## src/rtl/fsr_pkg.sv

```systemverilog
package fsr_pkg;

    localparam int WORD_W     = 32;
    localparam int WORD_BYTES = 4;
    localparam int IDLE_WORDS = 7;
    localparam int WIDX_W     = 3;

    localparam logic [WORD_W-1:0] IDLE_HEAD = 32'h1F18_0000;
    localparam logic [WORD_W-1:0] IDLE_TAIL = 32'h7000_0000;

    localparam logic [7:0] SZ_SHORT = 8'h18;
    localparam logic [7:0] SZ_MID   = 8'h38;
    localparam logic [7:0] SZ_LONG  = 8'hB4;

    typedef enum logic [1:0] {
        ST_IDLE,
        ST_XFER,
        ST_FILL,
        ST_DONE
    } fsr_state_e;

    typedef struct packed {
        logic       is_null;
        logic       known;
        logic [7:0] extra_bytes;
    } fsr_class_t;

    function automatic fsr_class_t decode_header(input logic [WORD_W-1:0] hdr);
        fsr_class_t c;
        c.is_null = (hdr[31:24] == 8'h00);
        c.known   = 1'b1;
        case (hdr[23:16])
            SZ_SHORT: c.extra_bytes = 8'd24;
            SZ_MID:   c.extra_bytes = 8'd56;
            SZ_LONG:  c.extra_bytes = 8'd180;
            default: begin
                c.extra_bytes = 8'd0;
                c.known       = 1'b0;
            end
        endcase
        return c;
    endfunction

    function automatic logic [WORD_W-1:0] save_word(input logic up, input logic empty,
                                                    input logic [WIDX_W-1:0] idx);
        if (empty)
            return '0;
        if (idx == '0)
            return up ? IDLE_HEAD : IDLE_TAIL;
        if (idx == WIDX_W'(IDLE_WORDS - 1))
            return up ? IDLE_TAIL : IDLE_HEAD;
        return '0;
    endfunction

endpackage

```

## src/rtl/fsr_word_gen.sv

```systemverilog
module fsr_word_gen
    import fsr_pkg::*;
(
    input  logic              up,
    input  logic              empty,
    input  logic [WIDX_W-1:0] idx,
    output logic [WORD_W-1:0] word
);
    // Frame word for position idx in issue order, mirrored for descending saves.
    always_comb word = save_word(up, empty, idx);
endmodule

```

## src/rtl/fsr_hdr_decode.sv

```systemverilog
module fsr_hdr_decode
    import fsr_pkg::*;
(
    input  logic [WORD_W-1:0] hdr,
    output fsr_class_t        cls
);
    always_comb cls = decode_header(hdr);
endmodule

```

## src/rtl/fsr_fill_walk.sv

```systemverilog
module fsr_fill_walk #(
    parameter  int NUM_FPR = 8,
    localparam int IW      = (NUM_FPR > 1) ? $clog2(NUM_FPR) : 1
) (
    input  logic          clk,
    input  logic          rst,
    input  logic          start,
    output logic          we,
    output logic [IW-1:0] idx,
    output logic          last
);
    localparam logic [IW-1:0] LAST_IDX = IW'(NUM_FPR - 1);

    logic          active_q;
    logic [IW-1:0] idx_q;

    always_ff @(posedge clk) begin
        if (rst) begin
            active_q <= 1'b0;
            idx_q    <= '0;
        end else if (start) begin
            active_q <= 1'b1;
            idx_q    <= '0;
        end else if (active_q) begin
            if (idx_q == LAST_IDX) begin
                active_q <= 1'b0;
                idx_q    <= '0;
            end else begin
                idx_q <= idx_q + 1'b1;
            end
        end
    end

    assign we   = active_q;
    assign idx  = idx_q;
    assign last = active_q && (idx_q == LAST_IDX);
endmodule

```

## src/rtl/fsr_ctrl.sv

```systemverilog
module fsr_ctrl
    import fsr_pkg::*;
#(
    parameter  int AW      = 32,
    parameter  int NUM_FPR = 8,
    parameter  int EXP_W   = 15,
    parameter  int MANT_W  = 64,
    localparam int IW      = (NUM_FPR > 1) ? $clog2(NUM_FPR) : 1,
    localparam int FPR_W   = 1 + EXP_W + MANT_W
) (
    input  logic              clk,
    input  logic              rst,
    input  logic              cmd_valid,
    input  logic              cmd_restore,
    input  logic              cmd_up,
    input  logic [AW-1:0]     cmd_addr,
    input  logic              op_exec,
    output logic              mem_req,
    output logic              mem_we,
    output logic [AW-1:0]     mem_addr,
    output logic [WORD_W-1:0] mem_wdata,
    input  logic              mem_ready,
    input  logic [WORD_W-1:0] mem_rdata,
    output logic              ctl_clr,
    output logic              fpr_we,
    output logic [IW-1:0]     fpr_idx,
    output logic [FPR_W-1:0]  fpr_wdata,
    output logic              busy,
    output logic              done,
    output logic [AW-1:0]     addr_out,
    output logic              fmt_err,
    output logic              just_reset
);
    localparam logic [AW-1:0]     STEP     = AW'(WORD_BYTES);
    localparam logic [AW-1:0]     SPAN     = AW'(WORD_BYTES * IDLE_WORDS);
    localparam logic [WIDX_W-1:0] IDLE_LST = WIDX_W'(IDLE_WORDS - 1);

    fsr_state_e        state_q;
    logic              restore_q;
    logic              up_q;
    logic              empty_q;
    logic [AW-1:0]     base_q;
    logic [AW-1:0]     addr_q;
    logic [AW-1:0]     result_q;
    logic [WIDX_W-1:0] widx_q;
    logic [WIDX_W-1:0] wlast_q;
    logic              fmt_q;
    logic              jr_q;

    fsr_class_t        cls;
    logic [WORD_W-1:0] save_data;
    logic              hdr_take;
    logic              walk_last;

    fsr_word_gen u_word (
        .up    (up_q),
        .empty (empty_q),
        .idx   (widx_q),
        .word  (save_data)
    );

    fsr_hdr_decode u_hdr (
        .hdr (mem_rdata),
        .cls (cls)
    );

    assign hdr_take = (state_q == ST_XFER) && restore_q && mem_ready;

    fsr_fill_walk #(.NUM_FPR(NUM_FPR)) u_walk (
        .clk   (clk),
        .rst   (rst),
        .start (hdr_take && cls.is_null),
        .we    (fpr_we),
        .idx   (fpr_idx),
        .last  (walk_last)
    );

    always_ff @(posedge clk) begin
        if (rst) begin
            state_q   <= ST_IDLE;
            restore_q <= 1'b0;
            up_q      <= 1'b0;
            empty_q   <= 1'b0;
            base_q    <= '0;
            addr_q    <= '0;
            result_q  <= '0;
            widx_q    <= '0;
            wlast_q   <= '0;
            fmt_q     <= 1'b0;
        end else begin
            case (state_q)
                ST_IDLE: begin
                    if (cmd_valid) begin
                        restore_q <= cmd_restore;
                        up_q      <= cmd_up;
                        base_q    <= cmd_addr;
                        widx_q    <= '0;
                        fmt_q     <= 1'b0;
                        empty_q   <= jr_q;
                        state_q   <= ST_XFER;
                        if (cmd_restore) begin
                            addr_q  <= cmd_addr;
                            wlast_q <= '0;
                        end else begin
                            addr_q   <= cmd_up ? cmd_addr : cmd_addr - STEP;
                            wlast_q  <= jr_q ? '0 : IDLE_LST;
                            result_q <= cmd_up ? cmd_addr + (jr_q ? STEP : SPAN)
                                               : cmd_addr - (jr_q ? STEP : SPAN);
                        end
                    end
                end
                ST_XFER: begin
                    if (mem_ready) begin
                        if (!restore_q) begin
                            if (widx_q == wlast_q) begin
                                state_q <= ST_DONE;
                            end else begin
                                widx_q <= widx_q + 1'b1;
                                addr_q <= up_q ? addr_q + STEP : addr_q - STEP;
                            end
                        end else if (cls.is_null) begin
                            result_q <= up_q ? base_q + STEP : base_q;
                            state_q  <= ST_FILL;
                        end else begin
                            if (!up_q) begin
                                result_q <= base_q;
                            end else if (cls.known) begin
                                result_q <= base_q + STEP + AW'(cls.extra_bytes);
                            end else begin
                                result_q <= base_q;
                                fmt_q    <= 1'b1;
                            end
                            state_q <= ST_DONE;
                        end
                    end
                end
                ST_FILL: begin
                    if (walk_last)
                        state_q <= ST_DONE;
                end
                default: state_q <= ST_IDLE;
            endcase
        end
    end

    // Header acceptance has priority over an operation strobe in the same cycle.
    always_ff @(posedge clk) begin
        if (rst)
            jr_q <= 1'b1;
        else if (hdr_take)
            jr_q <= cls.is_null;
        else if (op_exec)
            jr_q <= 1'b0;
    end

    assign mem_req    = (state_q == ST_XFER);
    assign mem_we     = !restore_q;
    assign mem_addr   = addr_q;
    assign mem_wdata  = restore_q ? '0 : save_data;
    assign ctl_clr    = fpr_we && (fpr_idx == '0);
    assign fpr_wdata  = {1'b0, {EXP_W{1'b1}}, {MANT_W{1'b1}}};
    assign busy       = (state_q != ST_IDLE);
    assign done       = (state_q == ST_DONE);
    assign addr_out   = result_q;
    assign fmt_err    = done && fmt_q;
    assign just_reset = jr_q;
endmodule

```

## config.mk

```make
export PLATFORM = sky130hd
export DESIGN_NAME = fsr_ctrl
export DESIGN_NICKNAME = d
export VERILOG_FILES = /design/src/rtl/fsr_pkg.sv /design/src/rtl/fsr_word_gen.sv /design/src/rtl/fsr_hdr_decode.sv /design/src/rtl/fsr_fill_walk.sv /design/src/rtl/fsr_ctrl.sv
export SDC_FILE = /design/constraint.sdc
export NUM_CORES = 1
export LEC_CHECK = 0
export BUFFER_PORTS_ARGS = -buffer_cell sky130_fd_sc_hd__buf_2
export CAP_MARGIN = 0
export CORE_AREA = 2 2 151 153
export CTS_CLUSTER_DIAMETER = 120
export DETAILED_ROUTE_END_ITERATION = 7
export DIE_AREA = 0 0 153 155
export GPL_TIMING_DRIVEN = 0
export PLACE_DENSITY = 0.8
export SLEW_MARGIN = 20
export SYNTH_ARGS = -nofsm -noshare
export SYNTH_HDL_FRONTEND = slang
export SYNTH_SLANG_ARGS = --single-unit
```

## constraint.sdc

```tcl
create_clock -name clk -period 4.3 [get_ports clk]
set_input_delay 0.86 -clock clk [delete_from_list [all_inputs] [get_ports clk]]
set_output_delay 0.86 -clock clk [all_outputs]
set_load 0.01 [all_outputs]
```

==> impl_metrics.yaml <==
logic_synthesis:
  synth_edf_count: 0
  syn_inst: 1507
  synth_top_area_cell: "dfxtp_1"
  synth_top_area_frac: 0.201
  synth.yosys.seq_area_share: 0.201
  ys_async_sr_fraction: 0
  avgSynthCellArea_um2: 7.33
  synth_seq_cells: 111
  synth_area_leaders: "dfxtp_1 (20%), ha_1 (8.4%), buf_4 (7.4%)"
  yosysWarnings: 0
  syn_area_mm2: 0.0110
  yosysUniqueCellTypes: 92
  synth_ff_type: "dfxtp_1"
timing:
  worst_slew_pin_slew_ns: 1.06
  fin_crit_ns: 4.23
  period_share: 0.984
  hold_slack_ns: 0.451
  relSlewSlack: 0.292
  clock_skew_ns: 0.0128
  hold_viol: 0
  report.final.setup_viol: 0
  fmax_mhz: 236
  tns_ns: 0
  setup_slack_ns: 0.0673
  drv_slew: 0
  rsz0062_at_grt: "true"
routing:
  viasPerCell: 5.96
  wire_per_inst_um: 19.5
  drc: 0
  dr.pass1.iters: 6
  dr_total_vias: 12264
  drtAntennaViolNets: 0
  wirelength_um: 40000
  drtIter0Drc: 1473
setup_path:
  r2r_start: "up_q"
  r2r_setup_slack_ns: 0.36
  worst_ep_arrival_time_ns: 4.46
  timing.rr.end: "mem_addr[31]"
  critPathKind: "primary input to register"
  crit_required_ns: 4.53
  start_kind: "primary input"
  path_max_fanout: 3
  cp-end-kind: "register"
  reg2reg_depth: 11
  startpoint: "mem_rdata[17]"
placement:
  pre_cts_ws_ns: -0.752
  gp_routability_congestion: 0.980
  numPortBuffers: 137
  place_hpwl_um: 31200
  dp_cells: 2030
layout:
  n_fill_cell: 2132
  areaGrowthSynthToFinish_pct: 16.8
  final-instance-count-excl-fill: 2059
  mostFrequentLayoutCells: "nand2_1 (186), a21oi_1 (152), buf_2 (147), nor2_1 (122), buf_4 (120)"
  final_common_cell: "nand2_1"
  final_nets: 1916
  final_util: 0.580
  drive_above_1_share: 0.185
power_and_ir_drop:
  p_leak_nw: 5.58
  power.density_mw_per_mm2: 596
  ir_drop_v: 0.000525
floorplanning:
  initial_utilization: 0.497
  ios: 258
  core_area_mm2: 0.0222
  die-area_mm2: 0.0237
  fp-row-count: 55
  die_w_um: 153
  die_h_um: 155
cts:
  cts_tree: "built"
  clock_sinks: 111
  cts-root-buf: "clkbuf_16"
  worstSkewPairLatency_ns: 0.37
  ctsLongestPathBuffers: 2
  cts_made_buffers: 9
  path_clk_slew_ns: 0.08
  htree_levels: 3
min_path:
  holdCritPathClass: "register to register"
  min_to: "addr_out[6]"
  hold_depth: 2
  worstHoldStart: "addr_out[6]"
global_routing:
  grt_overflow_total: 0
  grt_pass1_wl_um: 60700
  track_usage: 0.323
  antenna_found_initial: 2
  grt_start_max_net_pins: 39
  first_global_vias: 10790
job:
  cap_violations: 0
outcome:
  status: "finished clean"
synth_stat cells (19+ instances only):
| library cell | number |
|---|---|
| nor3_1 | 49 |
| nor4_1 | 19 |
| a211oi_1 | 30 |
| nand3_1 | 38 |
| clkbuf_1 | 57 |
| nand2_1 | 186 |
| xnor2_1 | 54 |
| a21oi_1 | 153 |
| xor2_1 | 52 |
| inv_1 | 32 |
| a21o_1 | 34 |
| dfxtp_1 | 111 |
| buf_4 | 109 |
| a31oi_1 | 19 |
| ha_1 | 74 |
| nor2_1 | 123 |
| o211ai_1 | 19 |
| o21ai_0 | 59 |
metrics by stage:
step	area (um^2)	power [mW]
3_5_place_dp	12500	6.63
6_report	12900	7.69
2_1_floorplan	11400	5.12
4_1_cts	12800	7.53
5_1_grt	12900	8.19
3_3_place_gp	12500	6.55
how the worst max path moves through the flow:
stage                               to  cells after the start
after floorplan           addr_out[27]                     14
after global placement    addr_out[30]                     14
after detailed placement  addr_out[30]                     14
after CTS                 addr_out[20]                     14
after global routing      addr_out[20]                     14
final                     addr_out[20]                     14
cell type report:
| cell class | count | area (um^2) | share of cell area |
|---|---|---|---|
| clock buffer | 9 | 225 | 0.0175 |
| timing repair buffer | 148 | 768 | 0.0595 |
| tap | 285 | 357 | 0.0276 |
| buffer | 189 | 1160 | 0.0901 |
| multi-input combinational | 1274 | 7950 | 0.616 |
| clock inverter | 6 | 71.3 | 0.00553 |
| inverter | 34 | 135 | 0.0105 |
| antenna | 2 | 5.00 | 0.000388 |
| sequential | 111 | 2220 | 0.172 |
| timing repair inverter | 1 | 5.00 | 0.000388 |
power by group:
group	internal (mW)	total [mW]	leakage (nW)	switching [mW]
Clock	0.454	0.896	0.132	0.441
Sequential	1.35	1.64	0.911	0.286
Combinational	1.91	5.15	4.54	3.25
registers in the layout, indices dropped and copies added (netlist names):
register    flops
up_q            1
addr_out       32
mem_addr       32
u_walk.we       1
just_reset      1
u_walk.idx      3
widx_q          3
state_q         2
empty_q         1
wlast_q         1
base_q         32
restore_q       1
fmt_q           1
critical path, stage by stage:
cell,delay [ns]
buf_2,0.10
or4b_2,0.72
nor2_2,0.20
ha_1,0.22
fa_1,0.23
a21o_1,0.12
a21o_1,0.18
a31oi_1,0.17
a211oi_2,0.39
or3b_2,0.53
o41ai_2,0.26
xor2_1,0.13
o31ai_2,0.27
nor3_1,0.07
cell families (layout without fill, tap and decap cells):
group | count (synthesis) | in the layout | synth area share
AND/OR/NAND/NOR | 538 | 538 | 0.239
AO/OA/AOI/OAI | 437 | 437 | 0.257
buffers and inverters | 223 | 387 | 0.117
flip-flops | 111 | 111 | 0.201
XOR/XNOR | 107 | 107 | 0.0856
adder cells (fa/ha/maj) | 77 | 77 | 0.0893
multiplexers | 12 | 12 | 0.0112
other | 2 | 105 | 0.000680
per-layer routing:
| layer | up-vias | share of wire | GRT usage |
|---|---|---|---|
| li1 | 5769 | - | - |
| met1 | 5651 | 0.41 | 0.435 |
| met4 | 0 | 0.051 | 0.156 |
| met3 | 111 | 0.098 | 0.0393 |
| met2 | 733 | 0.44 | 0.515 |
| met5 | - | 0 | 0 |
timing repair:
action / in CTS / in global routing
gates resized for setup: 5 / 7
hold buffers: 0 / 0
setup endpoints to repair: 7 / 10
pin swaps: 1 / 3
buffers inserted: 0 / 11
cloned: 1 / 0
(Power assumes the default switching activity.)
